File: config.mk
export PLATFORM = sky130hd
export DESIGN_NAME = irq_priority_requester
export DESIGN_NICKNAME = d
export VERILOG_FILES = /design/src/rtl/irq_req_pkg.sv /design/src/rtl/irq_pend_datapath.sv /design/src/rtl/irq_ack_ctrl.sv /design/src/rtl/irq_priority_requester.sv
export SDC_FILE = /design/constraint.sdc
export NUM_CORES = 1
export LEC_CHECK = 0
export ABC_AREA = 1
export ABC_CLOCK_PERIOD_IN_PS = 3600
export BUFFER_PORTS_ARGS = -buffer_cell sky130_fd_sc_hd__buf_2
export CORE_ASPECT_RATIO = 0.75
export CORE_UTILIZATION = 40
export DETAILED_ROUTE_END_ITERATION = 8
export PLACE_DENSITY_LB_ADDON = 0.08
export SLEW_MARGIN = 20
export SYNTH_ARGS = -nofsm -noshare
export SYNTH_HDL_FRONTEND = slang
export SYNTH_HIERARCHICAL = 1
export SYNTH_SLANG_ARGS = --single-unit
File: constraint.sdc
create_clock -name clk -period 3.6 [get_ports clk]
set_clock_uncertainty 0.15 [all_clocks]
set_input_delay 0.72 -clock clk [delete_from_list [all_inputs] [get_ports clk]]
set_output_delay 0.72 -clock clk [all_outputs]
set_load 0.02 [all_outputs]
File: src/rtl/irq_req_pkg.sv
package irq_req_pkg;
  typedef struct packed {
    logic latchVec;
    logic clearVec;
  } ackStrobe_t;

  typedef enum logic [1:0] {
    ST_IDLE  = 2'd0,
    ST_GRANT = 2'd1,
    ST_PASS  = 2'd2
  } ackState_t;
endpackage

File: src/rtl/irq_pend_datapath.sv
module irq_pend_datapath
  import irq_req_pkg::*;
#(
  parameter int NUM_CH  = 4,
  parameter int COND_W  = 4,
  parameter int LEVEL_W = 3,
  parameter int BASE_W  = 4,
  localparam int NCODE  = NUM_CH * 4,
  localparam int CODE_W = $clog2(NCODE),
  localparam int NLEV   = (1 << LEVEL_W) - 1,
  localparam int VEC_W  = BASE_W + CODE_W
) (
  input  logic                     clk,
  input  logic                     rstN,
  input  logic [NUM_CH-1:0]        rxReq,
  input  logic [NUM_CH*COND_W-1:0] rxCond,
  input  logic [NUM_CH-1:0]        txReq,
  input  logic [NUM_CH-1:0]        statReq,
  input  logic [NUM_CH*3-1:0]      srcEn,
  input  logic [LEVEL_W-1:0]       levelStrap,
  input  logic                     baseWe,
  input  logic [BASE_W-1:0]        baseData,
  input  ackStrobe_t               strobe,
  output logic                     anyPending,
  output logic [NLEV-1:0]          irqLines,
  output logic [VEC_W-1:0]         vectorOut
);
  logic [NCODE-1:0]  pendCode;
  logic [CODE_W-1:0] winCode;
  logic [NLEV-1:0]   irqNext;
  logic [BASE_W-1:0] baseQ;
  logic [VEC_W-1:0]  vecQ;

  for (genvar ch = 0; ch < NUM_CH; ch++) begin : g_chan
    logic special;
    assign special = |rxCond[ch*COND_W +: COND_W];
    assign pendCode[ch*4+0] = rxReq[ch] & srcEn[ch*3+0] & special;
    assign pendCode[ch*4+1] = rxReq[ch] & srcEn[ch*3+0] & ~special;
    assign pendCode[ch*4+2] = txReq[ch] & srcEn[ch*3+1];
    assign pendCode[ch*4+3] = statReq[ch] & srcEn[ch*3+2];
  end

  assign anyPending = |pendCode;

  always_comb begin
    winCode = '0;
    for (int i = NCODE - 1; i >= 0; i--) begin
      if (pendCode[i]) winCode = CODE_W'(i);
    end
  end

  for (genvar lv = 1; lv <= NLEV; lv++) begin : g_level
    assign irqNext[lv-1] = anyPending && (levelStrap == LEVEL_W'(lv));
  end

  always_ff @(posedge clk) begin
    if (!rstN) begin
      irqLines <= '0;
      baseQ    <= '0;
      vecQ     <= '0;
    end else begin
      irqLines <= irqNext;
      if (baseWe) baseQ <= baseData;
      if (strobe.latchVec)      vecQ <= {baseQ, winCode};
      else if (strobe.clearVec) vecQ <= '0;
    end
  end

  assign vectorOut = vecQ;

  assert_one_level_R2: assert property (@(posedge clk) disable iff (!rstN)
    $onehot0(irqLines));
  assert_irq_has_source_R2: assert property (@(posedge clk) disable iff (!rstN)
    (|irqLines) |-> $past(anyPending));
  assert_latch_needs_pending_R6: assert property (@(posedge clk) disable iff (!rstN)
    strobe.latchVec |-> anyPending);
  assert_base_holds_R10: assert property (@(posedge clk) disable iff (!rstN)
    !baseWe |=> $stable(baseQ));
endmodule

File: src/rtl/irq_ack_ctrl.sv
module irq_ack_ctrl
  import irq_req_pkg::*;
#(
  parameter int LEVEL_W = 3
) (
  input  logic               clk,
  input  logic               rstN,
  input  logic               iack,
  input  logic [LEVEL_W-1:0] ackLevel,
  input  logic [LEVEL_W-1:0] levelStrap,
  input  logic               anyPending,
  input  logic               chainIn,
  output ackStrobe_t         strobe,
  output logic               ackOut,
  output logic               chainOut
);
  ackState_t state, stateNext;
  logic levelMatch;

  assign levelMatch = (levelStrap != '0) && (ackLevel == levelStrap);

  always_comb begin
    stateNext = state;
    strobe    = '0;
    unique case (state)
      ST_IDLE: begin
        if (iack) begin
          if (levelMatch && anyPending) begin
            stateNext       = ST_GRANT;
            strobe.latchVec = 1'b1;
          end else begin
            stateNext = ST_PASS;
          end
        end
      end
      ST_GRANT: begin
        if (!iack) begin
          stateNext       = ST_IDLE;
          strobe.clearVec = 1'b1;
        end
      end
      ST_PASS: begin
        if (!iack) stateNext = ST_IDLE;
      end
      default: stateNext = ST_IDLE;
    endcase
  end

  always_ff @(posedge clk) begin
    if (!rstN) begin
      state    <= ST_IDLE;
      chainOut <= 1'b0;
    end else begin
      state    <= stateNext;
      chainOut <= (stateNext == ST_PASS) ? chainIn : 1'b0;
    end
  end

  assign ackOut = (state == ST_GRANT);

  assert_ack_after_iack_R7: assert property (@(posedge clk) disable iff (!rstN)
    ackOut |-> $past(iack));
  assert_ack_needs_match_R7: assert property (@(posedge clk) disable iff (!rstN)
    $rose(ackOut) |-> $past(anyPending && ackLevel == levelStrap));
  assert_chain_follows_R8: assert property (@(posedge clk) disable iff (!rstN)
    chainOut |-> ($past(chainIn) && !ackOut));
endmodule

File: src/rtl/irq_priority_requester.sv
module irq_priority_requester
  import irq_req_pkg::*;
#(
  parameter int NUM_CH  = 4,
  parameter int COND_W  = 4,
  parameter int LEVEL_W = 3,
  parameter int BASE_W  = 4,
  localparam int CODE_W = $clog2(NUM_CH * 4),
  localparam int NLEV   = (1 << LEVEL_W) - 1,
  localparam int VEC_W  = BASE_W + CODE_W
) (
  input  logic                     clk,
  input  logic                     rstN,
  input  logic [NUM_CH-1:0]        rxReq,
  input  logic [NUM_CH*COND_W-1:0] rxCond,
  input  logic [NUM_CH-1:0]        txReq,
  input  logic [NUM_CH-1:0]        statReq,
  input  logic [NUM_CH*3-1:0]      srcEn,
  input  logic [LEVEL_W-1:0]       levelStrap,
  input  logic                     baseWe,
  input  logic [BASE_W-1:0]        baseData,
  input  logic                     iack,
  input  logic [LEVEL_W-1:0]       ackLevel,
  input  logic                     chainIn,
  output logic [NLEV-1:0]          irqLines,
  output logic [VEC_W-1:0]         vectorOut,
  output logic                     ackOut,
  output logic                     chainOut
);
  ackStrobe_t strobe;
  logic       anyPending;

  irq_pend_datapath #(
    .NUM_CH(NUM_CH), .COND_W(COND_W), .LEVEL_W(LEVEL_W), .BASE_W(BASE_W)
  ) u_datapath (
    .clk(clk), .rstN(rstN), .rxReq(rxReq), .rxCond(rxCond), .txReq(txReq),
    .statReq(statReq), .srcEn(srcEn), .levelStrap(levelStrap),
    .baseWe(baseWe), .baseData(baseData), .strobe(strobe),
    .anyPending(anyPending), .irqLines(irqLines), .vectorOut(vectorOut)
  );

  irq_ack_ctrl #(.LEVEL_W(LEVEL_W)) u_ctrl (
    .clk(clk), .rstN(rstN), .iack(iack), .ackLevel(ackLevel),
    .levelStrap(levelStrap), .anyPending(anyPending), .chainIn(chainIn),
    .strobe(strobe), .ackOut(ackOut), .chainOut(chainOut)
  );
endmodule

==> impl_results.md <==
* Largest cells by area after synthesis: dfxtp_1 (38%), nand2_1 (19%), nor2_1 (10%)
* Routed Wire Length at between 2 and 3 mm
* Count leader, synth: nand2_1
* Mapped Nets at ~240
* Largest net degree at the start of global routing at 13
* FP Rows at 16
* Async set or reset register ratio after synthesis at 0%
* Number of synthesis warnings at 6
* Routed WL per cell at between 8 and 9 microns
* Placed cell count at roughly 290
* Post-Syn Area at about 1200 sq um
* Post-route setup TNS at 0 ns
* Endpoint class of the critical path: register
* Cell mode on critical path: nand2_2
* Hpwl dp at about 2.2 mm
* Int Pwr at 397 uW
* CP Cell Sequence: buf_2 > nand2_2 > inv_2 > nor4_4 > nand3_2 > nand2_2 > nor2_2 > nand4_2 > inv_1 > nor2_1 > nand2_1 > a21oi_1
* Total global routing overflow at 0
* Rel. slew slack at 66.0%
* Initial antenna violation count at 0
* Post-route ant nets at 0
* Hold Buf Count CTS at 0
* DRT Pass-1 Iters at 4
* Critical path arrival at between 2 and 2.5 ns
* Worst IR Drop VDD at 0.194 mV
* Worst Path Buf+Inv at 3
* Layout cells sized above 1 at roughly 34%
* Final worst slack at 1.15 ns
* Sequential power share at just under 50%
* Status: finished clean
* Critical path class: in -> reg
* Area leader, netlist: dfxtp_1
* Clk root buf: clkbuf_8
* Gr usage total at a little under a fifth
* Die area at 3130 sq um
* Switching power at roughly 140 uW
* Ports at 72
* Max-cap violations at 0
* Clock transition at path regs at ~0.07 ns
* Nets at between 300 and 400
* Clk sinks at 22
* Slowest CP cell: nor2_1
* Post-CTS Setup Repair Bufs at 0
* CTS H-tree depth at 1
* Post-Layout Cell Count at 290
* Place WS at around 0.9 ns
* Overall Power at ~530 uW
* CP max FO at 8
* Synth top cells by count: nand2_1 (58), nor2_1 (31), dfxtp_1 (22), inv_1 (21), a21oi_1 (10)
* Critical path's top delay family: simple AND/OR/NAND/NOR gates
* Period utilisation layout at roughly two thirds
* Drt drc at 0
* Cells after Synth at ~180
* Power share of the clock group at a little under a third
* Synth top area share at a little under two fifths
* Gate power share at approximately a fifth
* Static leakage at slightly above 0.0009 uW
* Final hold viol count at 0
* Worst path max stage delay at about 0.43 ns
* TritonCTS Buffers at 3
* Seq/Total Area, Yosys at ~38%
* Mean area per synthesized cell at between 6 and 7 sq um
* Post-synth top flop: dfxtp_1
* EDFF count, synth at 0
* Placeable Area at 2680 sq um
* Critical Path RT at 3.63 ns
* Filler cells at between 200 and 300
* Drt initial violations at 59
* Routability cong. at ~0.73
* Vias in the first global route at between 1000 and 1500
* Number of synthesized register bits at 22
* Post-CTS Resized at 0
* Distinct cells, synth at 22
* Worst slew pin tran at between 0.5 and 0.6 ns
* Switching Share at between 20% and 30%
* Port bufs at between 70 and 80
* CTS tree: built
* Crit start category: input port
* First-pass GRT wire length at slightly below 5 mm
* Initial core utilization at between 40% and 50%
* Power Density at ~330 nW/um^2
* Max Freq at 408 MHz
* HP Class: reg -> reg
* Die height at 48.7 microns
* CTS max path bufs at 2
* Via density per instance at 4.48
* Clk Latency, worst-skew pair at around 0.25 ns
* N_diodes at 0
* Via Count at 1300
* Final setup vio count at 0
* Max-slew violations at 0
* Fin crit period at around 2.4 ns
* Die W at around 64 microns
* Area grow syn2layout at 39.1%
* RSZ-0062 raised after global routing: no
[tightest hold or removal path, delay by kind of cell, from the launching register on]
kind / cells / cell delay [ns]
compound gates: 1 / 0.05
flops: 1 / 0.31
simple gates: 1 / 0.05
[cells by family after synthesis]
group,Yosys count,share of synthesized area (%)
AOI/OAI and AO/OA,21,10.3
and+or+nand+nor,109,40.9
buffers and inverters,24,7.74
DFF,22,37.8
adders and majority gates,3,3.23
[final timing paths]
kind,startpoint,slack [ns],depth (start not counted),end
worst max-delay path,rxReq[1],1.15,12,u_datapath/vectorOut[1]
worst min-delay path,u_datapath/baseQ[0],0.31,2,u_datapath/vectorOut[4]
worst max register to register,u_ctrl/state[1],1.72,7,u_datapath/vectorOut[1]
worst min register to register,u_datapath/baseQ[0],0.31,2,u_datapath/vectorOut[4]
[layout by cell type (no fill, tap or decap)]
master / instances
a21boi_1: 2
or2_2: 1
clkinv_1: 1
nor3_1: 1
o21a_1: 1
a21oi_1: 10
nand2_2: 2
nand3_2: 2
nor4_4: 1
nand4_2: 1
nor2_1: 31
buf_2: 71
a21oi_2: 1
inv_2: 2
ha_1: 3
inv_1: 21
nand3_1: 9
nand2_1: 58
nor4_1: 1
o311ai_1: 1
nor2_2: 2
dfxtp_1: 22
o21ai_0: 6
clkbuf_8: 4
[final cells by class]
| class | count | area, sq um | share of cell area (%) |
|---|---|---|---|
| inverters | 24 | 90.1 | 5.56 |
| repair buffers | 71 | 355 | 21.9 |
| well taps | 36 | 45.0 | 2.78 |
| multi-input cells | 133 | 633 | 39.1 |
| clock buffers | 4 | 55.1 | 3.40 |
| flip-flops and latches | 22 | 440 | 27.2 |
[layer usage]
| metal | vias up | GRT usage [%] | part of all wire, % |
|---|---|---|---|
| met5 | - | 0 | 0 |
| met4 | 0 | 2.22 | 0.15 |
| met3 | 2 | 5.19 | 7.3 |
| met2 | 42 | 30.7 | 41 |
| met1 | 546 | 26.4 | 51 |
| li1 | 710 | - | - |
[state kept, by name (all words and copies together) (netlist names)]
| name | count |
|---|---|
| u_datapath/vectorOut | 8 |
| u_datapath/irqLines | 7 |
| u_datapath/baseQ | 4 |
| u_ctrl/state | 2 |
| u_ctrl/chainOut | 1 |
[per-stage QoR]
step / area [sq um] / hold WS (ns) / utilization [%]
4_1_cts: 1620 / 0.314 / 60.4
6_report: 1620 / 0.309 / 60.4
5_1_grt: 1620 / 0.332 / 60.4
3_3_place_gp: 1560 / 0.298 / 58.3
2_1_floorplan: 1160 / 0.283 / -
3_5_place_dp: 1560 / 0.302 / 58.3
[power groups by stage]
stage | sequential, uW | clock [uW] | combinational [uW]
global route | 258 | 188 | 126
global placement | 262 | 0 | 108
finish | 257 | 168 | 109
floorplan | 267 | 0 | 57.0
detailed placement | 262 | 0 | 109
CTS | 257 | 173 | 110
Note: power is estimated with default switching activity, not from simulation.
